File: src/rtl/sxa_pkg.sv
// Package: shared function codes and decoded-operation type for the
// scaled add/subtract/compare unit. Assumes a 7-bit function field.
package sxa_pkg;

    localparam int FUNC_W = 7;

    // Add family
    localparam logic [FUNC_W-1:0] F_ADDL   = 7'h00;
    localparam logic [FUNC_W-1:0] F_ADDLT  = 7'h40;
    localparam logic [FUNC_W-1:0] F_S4ADDL = 7'h02;
    localparam logic [FUNC_W-1:0] F_S8ADDL = 7'h12;
    localparam logic [FUNC_W-1:0] F_ADDQ   = 7'h20;
    localparam logic [FUNC_W-1:0] F_ADDQT  = 7'h60;
    localparam logic [FUNC_W-1:0] F_S4ADDQ = 7'h22;
    localparam logic [FUNC_W-1:0] F_S8ADDQ = 7'h32;
    // Subtract family
    localparam logic [FUNC_W-1:0] F_SUBL   = 7'h09;
    localparam logic [FUNC_W-1:0] F_SUBLT  = 7'h49;
    localparam logic [FUNC_W-1:0] F_S4SUBL = 7'h0B;
    localparam logic [FUNC_W-1:0] F_S8SUBL = 7'h1B;
    localparam logic [FUNC_W-1:0] F_SUBQ   = 7'h29;
    localparam logic [FUNC_W-1:0] F_SUBQT  = 7'h69;
    localparam logic [FUNC_W-1:0] F_S4SUBQ = 7'h2B;
    localparam logic [FUNC_W-1:0] F_S8SUBQ = 7'h3B;
    // Compares
    localparam logic [FUNC_W-1:0] F_CEQ    = 7'h2D;
    localparam logic [FUNC_W-1:0] F_CSLE   = 7'h6D;
    localparam logic [FUNC_W-1:0] F_CSLT   = 7'h4D;
    localparam logic [FUNC_W-1:0] F_CULE   = 7'h3D;
    localparam logic [FUNC_W-1:0] F_CULT   = 7'h1D;
    localparam logic [FUNC_W-1:0] F_BYTGE  = 7'h0F;

    typedef enum logic [2:0] {
        K_ADD = 3'd0,
        K_SUB = 3'd1,
        K_CMP = 3'd2,
        K_BGE = 3'd3,
        K_ILL = 3'd4
    } op_kind_e;

    typedef enum logic [2:0] {
        C_EQ  = 3'd0,
        C_SLE = 3'd1,
        C_SLT = 3'd2,
        C_ULE = 3'd3,
        C_ULT = 3'd4
    } cmp_sel_e;

    typedef struct packed {
        op_kind_e   kind;
        logic       is_long;
        logic [1:0] shamt;
        logic       trap;
        cmp_sel_e   cmp;
    } dec_op_t;

endpackage

File: src/rtl/sxa_decode.sv
// Module: sxa_decode
// Maps a function code to a decoded operation. Purely combinational.
// Assumes the code is stable while op_valid is high; unknown codes
// decode to K_ILL.
module sxa_decode
    import sxa_pkg::*;
(
    input  logic [FUNC_W-1:0] func,
    output dec_op_t           dec
);

    // Decode table: one entry per supported code
    always_comb begin
        dec         = '0;
        dec.kind    = K_ILL;
        dec.cmp     = C_EQ;
        unique case (func)
            F_ADDL:   begin dec.kind = K_ADD; dec.is_long = 1'b1; end
            F_ADDLT:  begin dec.kind = K_ADD; dec.is_long = 1'b1; dec.trap = 1'b1; end
            F_S4ADDL: begin dec.kind = K_ADD; dec.is_long = 1'b1; dec.shamt = 2'd2; end
            F_S8ADDL: begin dec.kind = K_ADD; dec.is_long = 1'b1; dec.shamt = 2'd3; end
            F_ADDQ:   begin dec.kind = K_ADD; end
            F_ADDQT:  begin dec.kind = K_ADD; dec.trap = 1'b1; end
            F_S4ADDQ: begin dec.kind = K_ADD; dec.shamt = 2'd2; end
            F_S8ADDQ: begin dec.kind = K_ADD; dec.shamt = 2'd3; end
            F_SUBL:   begin dec.kind = K_SUB; dec.is_long = 1'b1; end
            F_SUBLT:  begin dec.kind = K_SUB; dec.is_long = 1'b1; dec.trap = 1'b1; end
            F_S4SUBL: begin dec.kind = K_SUB; dec.is_long = 1'b1; dec.shamt = 2'd2; end
            F_S8SUBL: begin dec.kind = K_SUB; dec.is_long = 1'b1; dec.shamt = 2'd3; end
            F_SUBQ:   begin dec.kind = K_SUB; end
            F_SUBQT:  begin dec.kind = K_SUB; dec.trap = 1'b1; end
            F_S4SUBQ: begin dec.kind = K_SUB; dec.shamt = 2'd2; end
            F_S8SUBQ: begin dec.kind = K_SUB; dec.shamt = 2'd3; end
            F_CEQ:    begin dec.kind = K_CMP; dec.cmp = C_EQ;  end
            F_CSLE:   begin dec.kind = K_CMP; dec.cmp = C_SLE; end
            F_CSLT:   begin dec.kind = K_CMP; dec.cmp = C_SLT; end
            F_CULE:   begin dec.kind = K_CMP; dec.cmp = C_ULE; end
            F_CULT:   begin dec.kind = K_CMP; dec.cmp = C_ULT; end
            F_BYTGE:  begin dec.kind = K_BGE; end
            default:  begin dec.kind = K_ILL; end
        endcase
    end

endmodule

File: src/rtl/sxa_addsub.sv
// Module: sxa_addsub
// Scaled add/subtract with optional longword sign extension and overflow
// detection. Combinational. Assumes shamt is 0, 2 or 3, and that trap is
// only set for unscaled forms (the overflow rule uses the scaled A).
module sxa_addsub #(
    parameter int DATA_W = 64
) (
    input  logic [DATA_W-1:0] a,
    input  logic [DATA_W-1:0] b,
    input  logic              is_sub,
    input  logic              is_long,
    input  logic [1:0]        shamt,
    input  logic              trap,
    output logic [DATA_W-1:0] res,
    output logic              ovf
);

    localparam int HALF_W = DATA_W / 2;

    logic [DATA_W-1:0] a_sc;
    logic [DATA_W-1:0] raw;
    logic              sa, sb, sr;

    // Scale A by a left shift before the operation
    always_comb a_sc = a << shamt;

    // Single adder: subtract uses inverted B with carry in
    always_comb raw = a_sc + (is_sub ? ~b : b) + {{(DATA_W-1){1'b0}}, is_sub};

    // Longword results are sign-extended from the low half
    always_comb res = is_long ? {{HALF_W{raw[HALF_W-1]}}, raw[HALF_W-1:0]} : raw;

    // Pick sign bits at the operating width
    always_comb begin
        sa = is_long ? a_sc[HALF_W-1] : a_sc[DATA_W-1];
        sb = is_long ? b[HALF_W-1]    : b[DATA_W-1];
        sr = is_long ? raw[HALF_W-1]  : raw[DATA_W-1];
    end

    // Overflow: add needs equal signs, subtract needs different signs
    always_comb ovf = trap && (sr != sa) && (is_sub ? (sa != sb) : (sa == sb));

endmodule

File: src/rtl/sxa_compare.sv
// Module: sxa_compare
// Single-bit compares and the lane-wise unsigned byte compare.
// Combinational. Assumes DATA_W is a multiple of LANE_W and that the
// lane count fits in DATA_W result bits.
module sxa_compare
    import sxa_pkg::*;
#(
    parameter int DATA_W = 64,
    parameter int LANE_W = 8
) (
    input  logic [DATA_W-1:0] a,
    input  logic [DATA_W-1:0] b,
    input  cmp_sel_e          sel,
    output logic [DATA_W-1:0] cmp_res,
    output logic [DATA_W-1:0] bge_res
);

    localparam int LANES = DATA_W / LANE_W;

    logic             bit_res;
    logic [LANES-1:0] lane_ge;

    // Select one of the five scalar relations
    always_comb begin
        unique case (sel)
            C_EQ:    bit_res = (a == b);
            C_SLE:   bit_res = ($signed(a) <= $signed(b));
            C_SLT:   bit_res = ($signed(a) <  $signed(b));
            C_ULE:   bit_res = (a <= b);
            C_ULT:   bit_res = (a <  b);
            default: bit_res = 1'b0;
        endcase
    end

    // Zero-extend the scalar relation
    always_comb cmp_res = {{(DATA_W-1){1'b0}}, bit_res};

    // One unsigned >= comparator per byte lane
    for (genvar g = 0; g < LANES; g++) begin : g_lane
        assign lane_ge[g] = a[g*LANE_W +: LANE_W] >= b[g*LANE_W +: LANE_W];
    end

    // Pack lane results into the low bits
    always_comb bge_res = {{(DATA_W-LANES){1'b0}}, lane_ge};

endmodule

File: src/rtl/sxa_arith_unit.sv
// Module: sxa_arith_unit (top)
// Integer arithmetic execution stage: decodes a function code, selects
// the second operand (register or zero-extended literal), computes the
// result and registers it with a valid strobe one cycle later.
// Assumes a synchronous active-low reset; outputs are zero when idle.
module sxa_arith_unit
    import sxa_pkg::*;
#(
    parameter int DATA_W = 64,
    parameter int LIT_W  = 8,
    parameter int LANE_W = 8
) (
    input  logic              clk,
    input  logic              rst_n,
    input  logic              op_valid,
    input  logic [6:0]        func,
    input  logic [DATA_W-1:0] opa,
    input  logic [DATA_W-1:0] opb,
    input  logic [LIT_W-1:0]  lit,
    input  logic              use_lit,
    output logic              res_valid,
    output logic [DATA_W-1:0] res_data,
    output logic              res_ovf,
    output logic              res_illegal
);

    dec_op_t           dec;
    logic [DATA_W-1:0] b_op;
    logic [DATA_W-1:0] as_res, cmp_res, bge_res;
    logic              as_ovf;
    logic [DATA_W-1:0] nxt_data;
    logic              nxt_ovf, nxt_ill;

    sxa_decode u_dec (
        .func (func),
        .dec  (dec)
    );

    // Second operand: register or zero-extended literal
    always_comb b_op = use_lit ? {{(DATA_W-LIT_W){1'b0}}, lit} : opb;

    sxa_addsub #(.DATA_W(DATA_W)) u_addsub (
        .a       (opa),
        .b       (b_op),
        .is_sub  (dec.kind == K_SUB),
        .is_long (dec.is_long),
        .shamt   (dec.shamt),
        .trap    (dec.trap),
        .res     (as_res),
        .ovf     (as_ovf)
    );

    sxa_compare #(.DATA_W(DATA_W), .LANE_W(LANE_W)) u_cmp (
        .a       (opa),
        .b       (b_op),
        .sel     (dec.cmp),
        .cmp_res (cmp_res),
        .bge_res (bge_res)
    );

    // Result mux by operation kind
    always_comb begin
        nxt_data = '0;
        nxt_ovf  = 1'b0;
        nxt_ill  = 1'b0;
        unique case (dec.kind)
            K_ADD, K_SUB: begin nxt_data = as_res; nxt_ovf = as_ovf; end
            K_CMP:        nxt_data = cmp_res;
            K_BGE:        nxt_data = bge_res;
            default:      nxt_ill  = 1'b1;
        endcase
    end

    // Output register: capture on valid, clear when idle or in reset
    always_ff @(posedge clk) begin
        if (!rst_n || !op_valid) begin
            res_valid   <= 1'b0;
            res_data    <= '0;
            res_ovf     <= 1'b0;
            res_illegal <= 1'b0;
        end else begin
            res_valid   <= 1'b1;
            res_data    <= nxt_data;
            res_ovf     <= nxt_ovf;
            res_illegal <= nxt_ill;
        end
    end

endmodule

File: config.mk
export PLATFORM = sky130hd
export DESIGN_NAME = sxa_arith_unit
export DESIGN_NICKNAME = d
export VERILOG_FILES = /design/src/rtl/sxa_pkg.sv /design/src/rtl/sxa_decode.sv /design/src/rtl/sxa_addsub.sv /design/src/rtl/sxa_compare.sv /design/src/rtl/sxa_arith_unit.sv
export SDC_FILE = /design/constraint.sdc
export NUM_CORES = 1
export LEC_CHECK = 0
export ABC_AREA = 1
export BUFFER_PORTS_ARGS = -buffer_cell sky130_fd_sc_hd__buf_2
export CORE_ASPECT_RATIO = 0.6
export CORE_MARGIN = 4
export CORE_UTILIZATION = 41
export CTS_CLUSTER_DIAMETER = 120
export CTS_CLUSTER_SIZE = 14
export DETAILED_ROUTE_END_ITERATION = 8
export SLEW_MARGIN = 25
export SYNTH_ARGS = -nofsm -noshare
export SYNTH_HDL_FRONTEND = slang
export SYNTH_HIERARCHICAL = 1
export SYNTH_SLANG_ARGS = --single-unit
File: constraint.sdc
create_clock -name clk -period 12.85 [get_ports clk]
set_input_delay 1.285 -clock clk [delete_from_list [all_inputs] [get_ports clk]]
set_output_delay 1.285 -clock clk [all_outputs]
set_load 0.01 [all_outputs]
; Word-level counts from Yosys, hierarchy flattened
; Cells that the tools add are included.
[op_classes]
muxes = 16
n_lt_le_gt_ge = 12
bitwise_logic = 2
reduce_logical = 18
eq_ne = 32
n_shift = 1
add_sub_neg = 2
[ops]
columns = operator, n
row1 = 64-bit 2-to-1 mux, 3
row2 = 64-bit one-hot mux with 3 select lines, 1
row3 = 64-bit less-or-equal comparator, 2
row4 = 64-bit < comparator, 2
row5 = 64-bit by 1-bit adder with 64-bit output, 1
row6 = 64-bit adder, 1
row7 = 64-bit == test, 1
row8 = 8-bit greater-or-equal comparator, 8
row9 = 64-bit NOT, 1
row10 = 64-bit by 2-bit left shift with 64-bit output, 1
row11 = "7-bit by 6-bit == test with 1-bit output, second input constant", 8
row12 = "7-bit == test, second input constant", 6
row13 = 3-bit one-hot mux with 4 select lines, 2
row14 = 8-bit OR reduction, 3
row15 = "7-bit by 4-bit == test with 1-bit output, second input constant", 3
row16 = "7-bit by 5-bit == test with 1-bit output, second input constant", 3
row17 = 4-bit OR reduction, 4
row18 = "3-bit by 2-bit == test with 1-bit output, second input constant", 4
row19 = 1-bit 2-to-1 mux, 8
row20 = "7-bit by 2-bit == test with 1-bit output, second input constant", 1
row21 = 7-bit zero test, 1
row22 = "3-bit by 1-bit == test with 1-bit output, second input constant", 2
row23 = 3-bit zero test, 2
row24 = 1-bit one-hot mux with 5 select lines, 1
row25 = other kinds (10), 14
[word_totals]
register_bits = 67

; Logic depth before layout (Yosys ltp)
; Gate-level depths: netlist of run 1.
[depth]
depth_word = 11
mapped_depth = 36
depth_no_buf = 32

; Cells and area by module
; The synthesis of run 1 kept the hierarchy.
[by_module_without_submodules]
columns = mod, cells_per_inst, seq_area_each_um2, n_inst, area_per_inst_um2
row1 = sxa_addsub, 1141, 0.0, 1, 6736.5
row2 = sxa_arith_unit, 665, 1341.3, 1, 4066.4
row3 = sxa_compare, 491, 0.0, 1, 3125.5
row4 = sxa_decode, 67, 0.0, 1, 297.8

; Worst setup path after synthesis of run 1
; Ideal clock, no wire load.
[synth_timing]
path_type = in2reg
from = input port func[6]
to = register res_data[63]
t_required_ns = 12.733
arrival_ns = 4.957
path_buffers = 7
setup_ns = 0.117
cell_stages = 32
path_slack_ns = 7.776
path_cell_list = inv_2 nand2_1 nand2_1 nand2_2 nand2_2 nor2_4 inv_1 buf_4 buf_4 buf_2 nor3_1 clkbuf_1 buf_2 xor2_1 ha_1 nand2_1 inv_1 a21oi_1 a21oi_1 nor2_1 nand2_2 nand2_2 nand2_4 xor2_4 nand2_4 buf_6 nand2_1 buf_4 nand2_1 nand2_1 nor2_1 nor2_1
[synth_rtl]
columns = element, line_no
row1 = start: declaration, sxa_arith_unit.sv:16  ; input logic [6:0] func,
row2 = end signal: assignment, sxa_arith_unit.sv:83  ; res_data <= nxt_data;
row3 = end: declaration, sxa_arith_unit.sv:22  ; output logic [DATA_W-1:0] res_data,

==> results.md, run 1 <==
* Worst VDD drop at 0.0000604 V
* Top Family by Delay on Critical Path: buffers and inverters
* Fill cells at 3816
* Critical Path Start Type: input pin
* CTS resizes at 0
* Setup crit end kind: flip-flop
* Synth Flop Type: dfxtp_1
* Met2 Use GR at 0.415
* Pre-Repair DR Iteration Count at 5
* Top cell type's share of synthesized area at 0.131
* Leak at 8.44 nW
* Syn Inst Count at 2364
* Simple-gate area share of the yosys netlist at 0.330
* Number of remaining DRC errors at 0
* Pin count of the biggest net entering global routing at 105
* Final nets at 2796
* Post-route worst setup slack at 6460 ps
* Total number of vias at 14930
* Critical path class: input pin to flip-flop
* Pwr dens at 69.4 mW/mm^2
* Seq/Total Area, Yosys at 0.0943
* Multi-input gate area at 0.0105 mm^2
* Fin area at 0.0154 mm^2
* Crit-path max cell delay at 630 ps
* FFs w/ async S/R, synth at 0
* I/O Pins at 214
* Routed WL at 47900 um
* Worst-Margin Slew at 1020 ps
* DRT antenna net count at 0
* Synth Cell Area at 0.0142 mm^2
* Final period util at 0.497
* GRT Total Usage at 0.246
* Leading area contributor after synthesis: nand2_1
* GR Layer Usage met1 at 0.343
* Die X at 248 um
* WL/cell at 16.1 um
* Synth Area in Compound Gates at 0.117
* Hold_ws at 1470 ps
* Max-cap violations at 0
* Distinct cells, synth at 57
* Post-DP Area at 0.0151 mm^2
* H-tree depth at 3
* DR iter-0 viols at 1220
* Global-route wire length before repair at 76400 um
* CP Buf/Inv Count at 8
* Setup_tns at 0 ps
* Number of global-route vias before repair at 14307
* Hold Crit Class: input pin to flip-flop
* Met3 Resource Use GR at 0.0391
* #FFs+latches synth at 67
* Unrepaired setup endpoints after global routing: false
* Largest family of logic cells by synthesized area: simple AND/OR/NAND/NOR gates
* Mux cell area share after synthesis at 0.0823
* Slew margin rel. at 0.320
* Ys Warns at 6
* CTS clk-pin slew, worst paths at 60 ps
* Num CTS Buffers at 9
* Die area at 0.0378 mm^2
* Most common cell after layout, fill and taps aside: nand2_1
* Outcome: complete, no violations
* Synth-to-Final Area Change at 8.32%
* Syn Area/Cell at 6.02 um^2
* Pre-CTS WS at 6220 ps
* Routability-driven placement congestion ratio at 1.01
* Initial core utilization at 0.419
* Storage cell area at 0.00134 mm^2
* Total gr overflow at 0
* Final setup viols at 0
* Antenna violations before repair at 1
* Fin. Hold Viols at 0
* Largest cells by area after synthesis: nand2_1 (13%), ha_1 (12%), inv_1 (9.6%), dfxtp_1 (9.4%), nor2_1 (7.8%)
* CP max stage cell: buf_4
* Post-CTS Setup Inserts at 0
* Max FO, Critical Path at 65
* Clock Tree Root: clkbuf_16
* HPWL after DPL at 40800 um
* Clk sinks at 67
* Core ar. at 0.0340 mm^2
* Bufs on Longest Clock Path at 2
* Post-synth EDFFs at 0
* Most frequent cells in the layout: nand2_1 (495), inv_1 (364), nor2_1 (295), buf_2 (213), ha_1 (133)
* Crit path time final at 6390 ps
* WP data required at 13090 ps
* Most used routing layer in global routing: met2
* Port Buf Inserts at 213
* Post-layout util at 0.454
* Post-Synth XOR/XNOR Area at 0.0610
* Die Ht at 152 um
* TritonCTS clock tree: done
* Vias per inst at 5.01
* Fraction of layout cells with a size suffix above 1 at 0.128
* Adder-cell share of the synthesized area at 0.118
* Arrival @ worst endpoint at 6630 ps
* F_max at 157 MHz
* Hold buffers post-CTS at 0
* Slew Limit Fails at 0
* # rows at 52
area by class of cell:
class	count	area share
Sequential cell	67	0.0870
Clock buffer	10	0.0149
Timing Repair Buffer	228	0.0767
Clock inverter	6	0.00731
Multi-Input combinational cell	1832	0.684
Antenna cell	1	0.000162
Tap cell	459	0.0373
Inverter	377	0.0922
cells in the mapped netlist (5+ instances only):
library cell / count
a21o_1: 17
a21oi_1: 132
a31oi_1: 10
buf_1: 6
buf_2: 50
buf_4: 129
buf_6: 8
clkbuf_1: 13
dfxtp_1: 67
ha_1: 133
inv_1: 365
inv_2: 11
mux2_2: 8
mux2i_1: 108
nand2_1: 495
nand2_2: 13
nand3_1: 95
nand3b_1: 7
nand4_1: 114
nor2_1: 297
nor2_2: 8
nor2_4: 7
nor3_1: 16
o21ai_0: 89
o21ai_1: 5
o21ai_2: 9
o21bai_1: 7
xnor2_1: 9
xor2_1: 87
sequential cells by signal, indices dropped and copies added (netlist names):
name	flops
res_data	64
res_illegal	1
res_ovf	1
res_valid	1
through the flow:
stage               power (W)  cells
floorplan            0.000637   2482
global placement     0.000782   2963
detailed placement   0.000783   2963
CTS                   0.00107   2979
global route          0.00116   2980
finish                0.00107   2980
cells by family (layout without fill, tap and decap cells):
logic type      Yosys count  in the layout
compound gates          293            293
fa+ha+maj               134            134
xor+xnor                 97             97
simple gates           1073           1073
flops                    67             67
other cells               1            120
mux                     116            116
buf+inv                 583            621
layer usage:
| metal | routed length [um] | vias to the layer above |
|---|---|---|
| li1 | - | 7680 |
| met1 | 22600 | 6812 |
| met2 | 21900 | 413 |
| met3 | 3000 | 25 |
| met4 | 405 | 0 |
| met5 | 0 | - |
path summary, 6_finish.rpt:
check | startpoint | end | slack, ps | cells after the start
setup / recovery | func[5] | res_data[54] | 6460 | 26
hold / removal | op_valid | res_data[45] | 1470 | 4
power breakdown:
part | total [W] | switching (W) | internal [W]
registers | 0.000215 | 0.00000144 | 0.000214
clock network | 0.000283 | 0.0000932 | 0.000190
logic | 0.000571 | 0.000380 | 0.000190
total | 0.00107 | 0.000475 | 0.000594
Note: power is estimated with default switching activity, not from simulation.
==> run 2, diff against run 1 <==
- clock period: 12.85 -> 5.1 ns (I/O delays scaled with it)
==> run 2 against run 1 <==
Against the previous run:
- die area is the same
- non-clock buffer count grew 14
- combinational power grew to 2.6 times the previous value
- sequential cell count is the same
- critical endpoint unchanged
- highest routed layer unchanged
==> results.md, run 2 (synthesis results as in run 1) <==
* Hold buffers post-CTS at 0
* Fin area at 0.0155 mm^2
* Global-route wire length before repair at 78000 um
* Clock share of power at 0.236
* Clk sinks at 67
* Max reg flops at 64
* HPWL after DPL at 41400 um
* CP Buf/Inv Count at 5
* Slew margin rel. at 0.450
* WP data required at 5340 ps
* DR iter-0 viols at 1122
* Final nets at 2810
* CP max stage cell: fa_1
* Pre-Repair DR Iteration Count at 5
* Fin. Hold Viols at 0
* CTS clk-pin slew, worst paths at 60 ps
* I/O Pins at 214
* Total gr overflow at 0
* Final period util at 0.937
* Max-cap violations at 0
* Slew Limit Fails at 0
* Final setup viols at 0
* TritonCTS clock tree: done
* Die X at 248 um
* F_max at 209 MHz
* Fraction of layout cells with a size suffix above 1 at 0.134
* Max FO, Critical Path at 23
* P_sw at 0.00122 W
* Worst VDD drop at 0.000162 V
* Num CTS Buffers at 9
* DRT antenna net count at 0
* Routability-driven placement congestion ratio at 0.999
* Comb pwr share at 0.558
* Port Buf Inserts at 213
* Arrival @ worst endpoint at 5020 ps
* Die area at 0.0378 mm^2
* Setup crit end kind: flip-flop
* Inst Count DP at 2976
* ANT cells at 0
* Hold Crit Class: input pin to flip-flop
* H-tree depth at 3
* Number of remaining DRC errors at 0
* Worst-Margin Slew at 825 ps
* Critical Path Start Type: input pin
* Clock Tree Root: clkbuf_16
* Biggest register: res_data
* Pin count of the biggest net entering global routing at 104
* Most frequent cells in the layout: nand2_1 (495), inv_1 (364), nor2_1 (294), buf_2 (213), ha_1 (132)
* GRT Total Usage at 0.252
* Crit-path max cell delay at 430 ps
* Synth-to-Final Area Change at 9.30%
* Vias per inst at 5.04
* Hold_ws at 683 ps
* Total number of vias at 15098
* Most used cell, CP: nand2_1
* Top Family by Delay on Critical Path: simple AND/OR/NAND/NOR gates
* Setup_tns at 0 ps
* Most common cell after layout, fill and taps aside: nand2_1
* Die Ht at 152 um
* Bufs on Longest Clock Path at 2
* Critical path class: input pin to flip-flop
* Sequential Power Share at 0.206
* Number of global-route vias before repair at 14441
* Leak at 8.50 nW
* Pwr dens at 170 mW/mm^2
* Pint at 0.00142 W
* WL/cell at 16.5 um
* Finished Layout Cells at 2993
* Outcome: complete, no violations
* Routed WL at 49400 um
* Initial core utilization at 0.419
* Post-DP Area at 0.0152 mm^2
* # rows at 52
* Antenna violations before repair at 0
* Crit path time final at 4780 ps
* Switching Share at 0.462
* Core ar. at 0.0340 mm^2
-- run 2: worst paths after layout --
kind | startpoint | to | depth (start not counted)
worst max-delay path | func[6] | res_data[54] | 27
worst min-delay path | op_valid | res_ovf | 4
-- run 2: cell type report --
class,instances,area [um^2]
inverters,377,1420
well taps,459,574
repair buffers,242,1360
flip-flops and latches,67,1340
multi-input cells,1832,10600
clock buffers,11,243
clock inverters,5,52.6
fillers,3752,18400
-- run 2: what timing repair did --
action / 4_1_cts / 5_1_grt
endpoints found under the setup margin: 0 / 1
gates resized for setup: 0 / 10
setup buffers: 0 / 1
hold endpoints to repair: 0 / 0
-- run 2: power by group through the flow --
stage	combinational [W]	sequential, W	clock (W)
4_1_cts	0.00145	0.000543	0.000639
6_report	0.00147	0.000543	0.000623
5_1_grt	0.00164	0.000544	0.000665
3_3_place_gp	0.00144	0.000554	0
2_1_floorplan	0.00104	0.000561	0
3_5_place_dp	0.00144	0.000554	0
-- run 2: metrics by stage --
stage	setup WS (ps)	total power [W]	util
finish	320	0.00264	0.458
global route	-10.9	0.00284	0.458
CTS	46.4	0.00263	0.457
detailed placement	-283	0.00199	0.448
global placement	-463	0.00199	0.448
floorplan	801	0.00160	-
-- run 2: layer usage --
layer	global-route usage	wire, um
met2	0.414	21900
met1	0.342	23100
met3	0.0541	3400
met4	0.0507	1010
met5	0	0
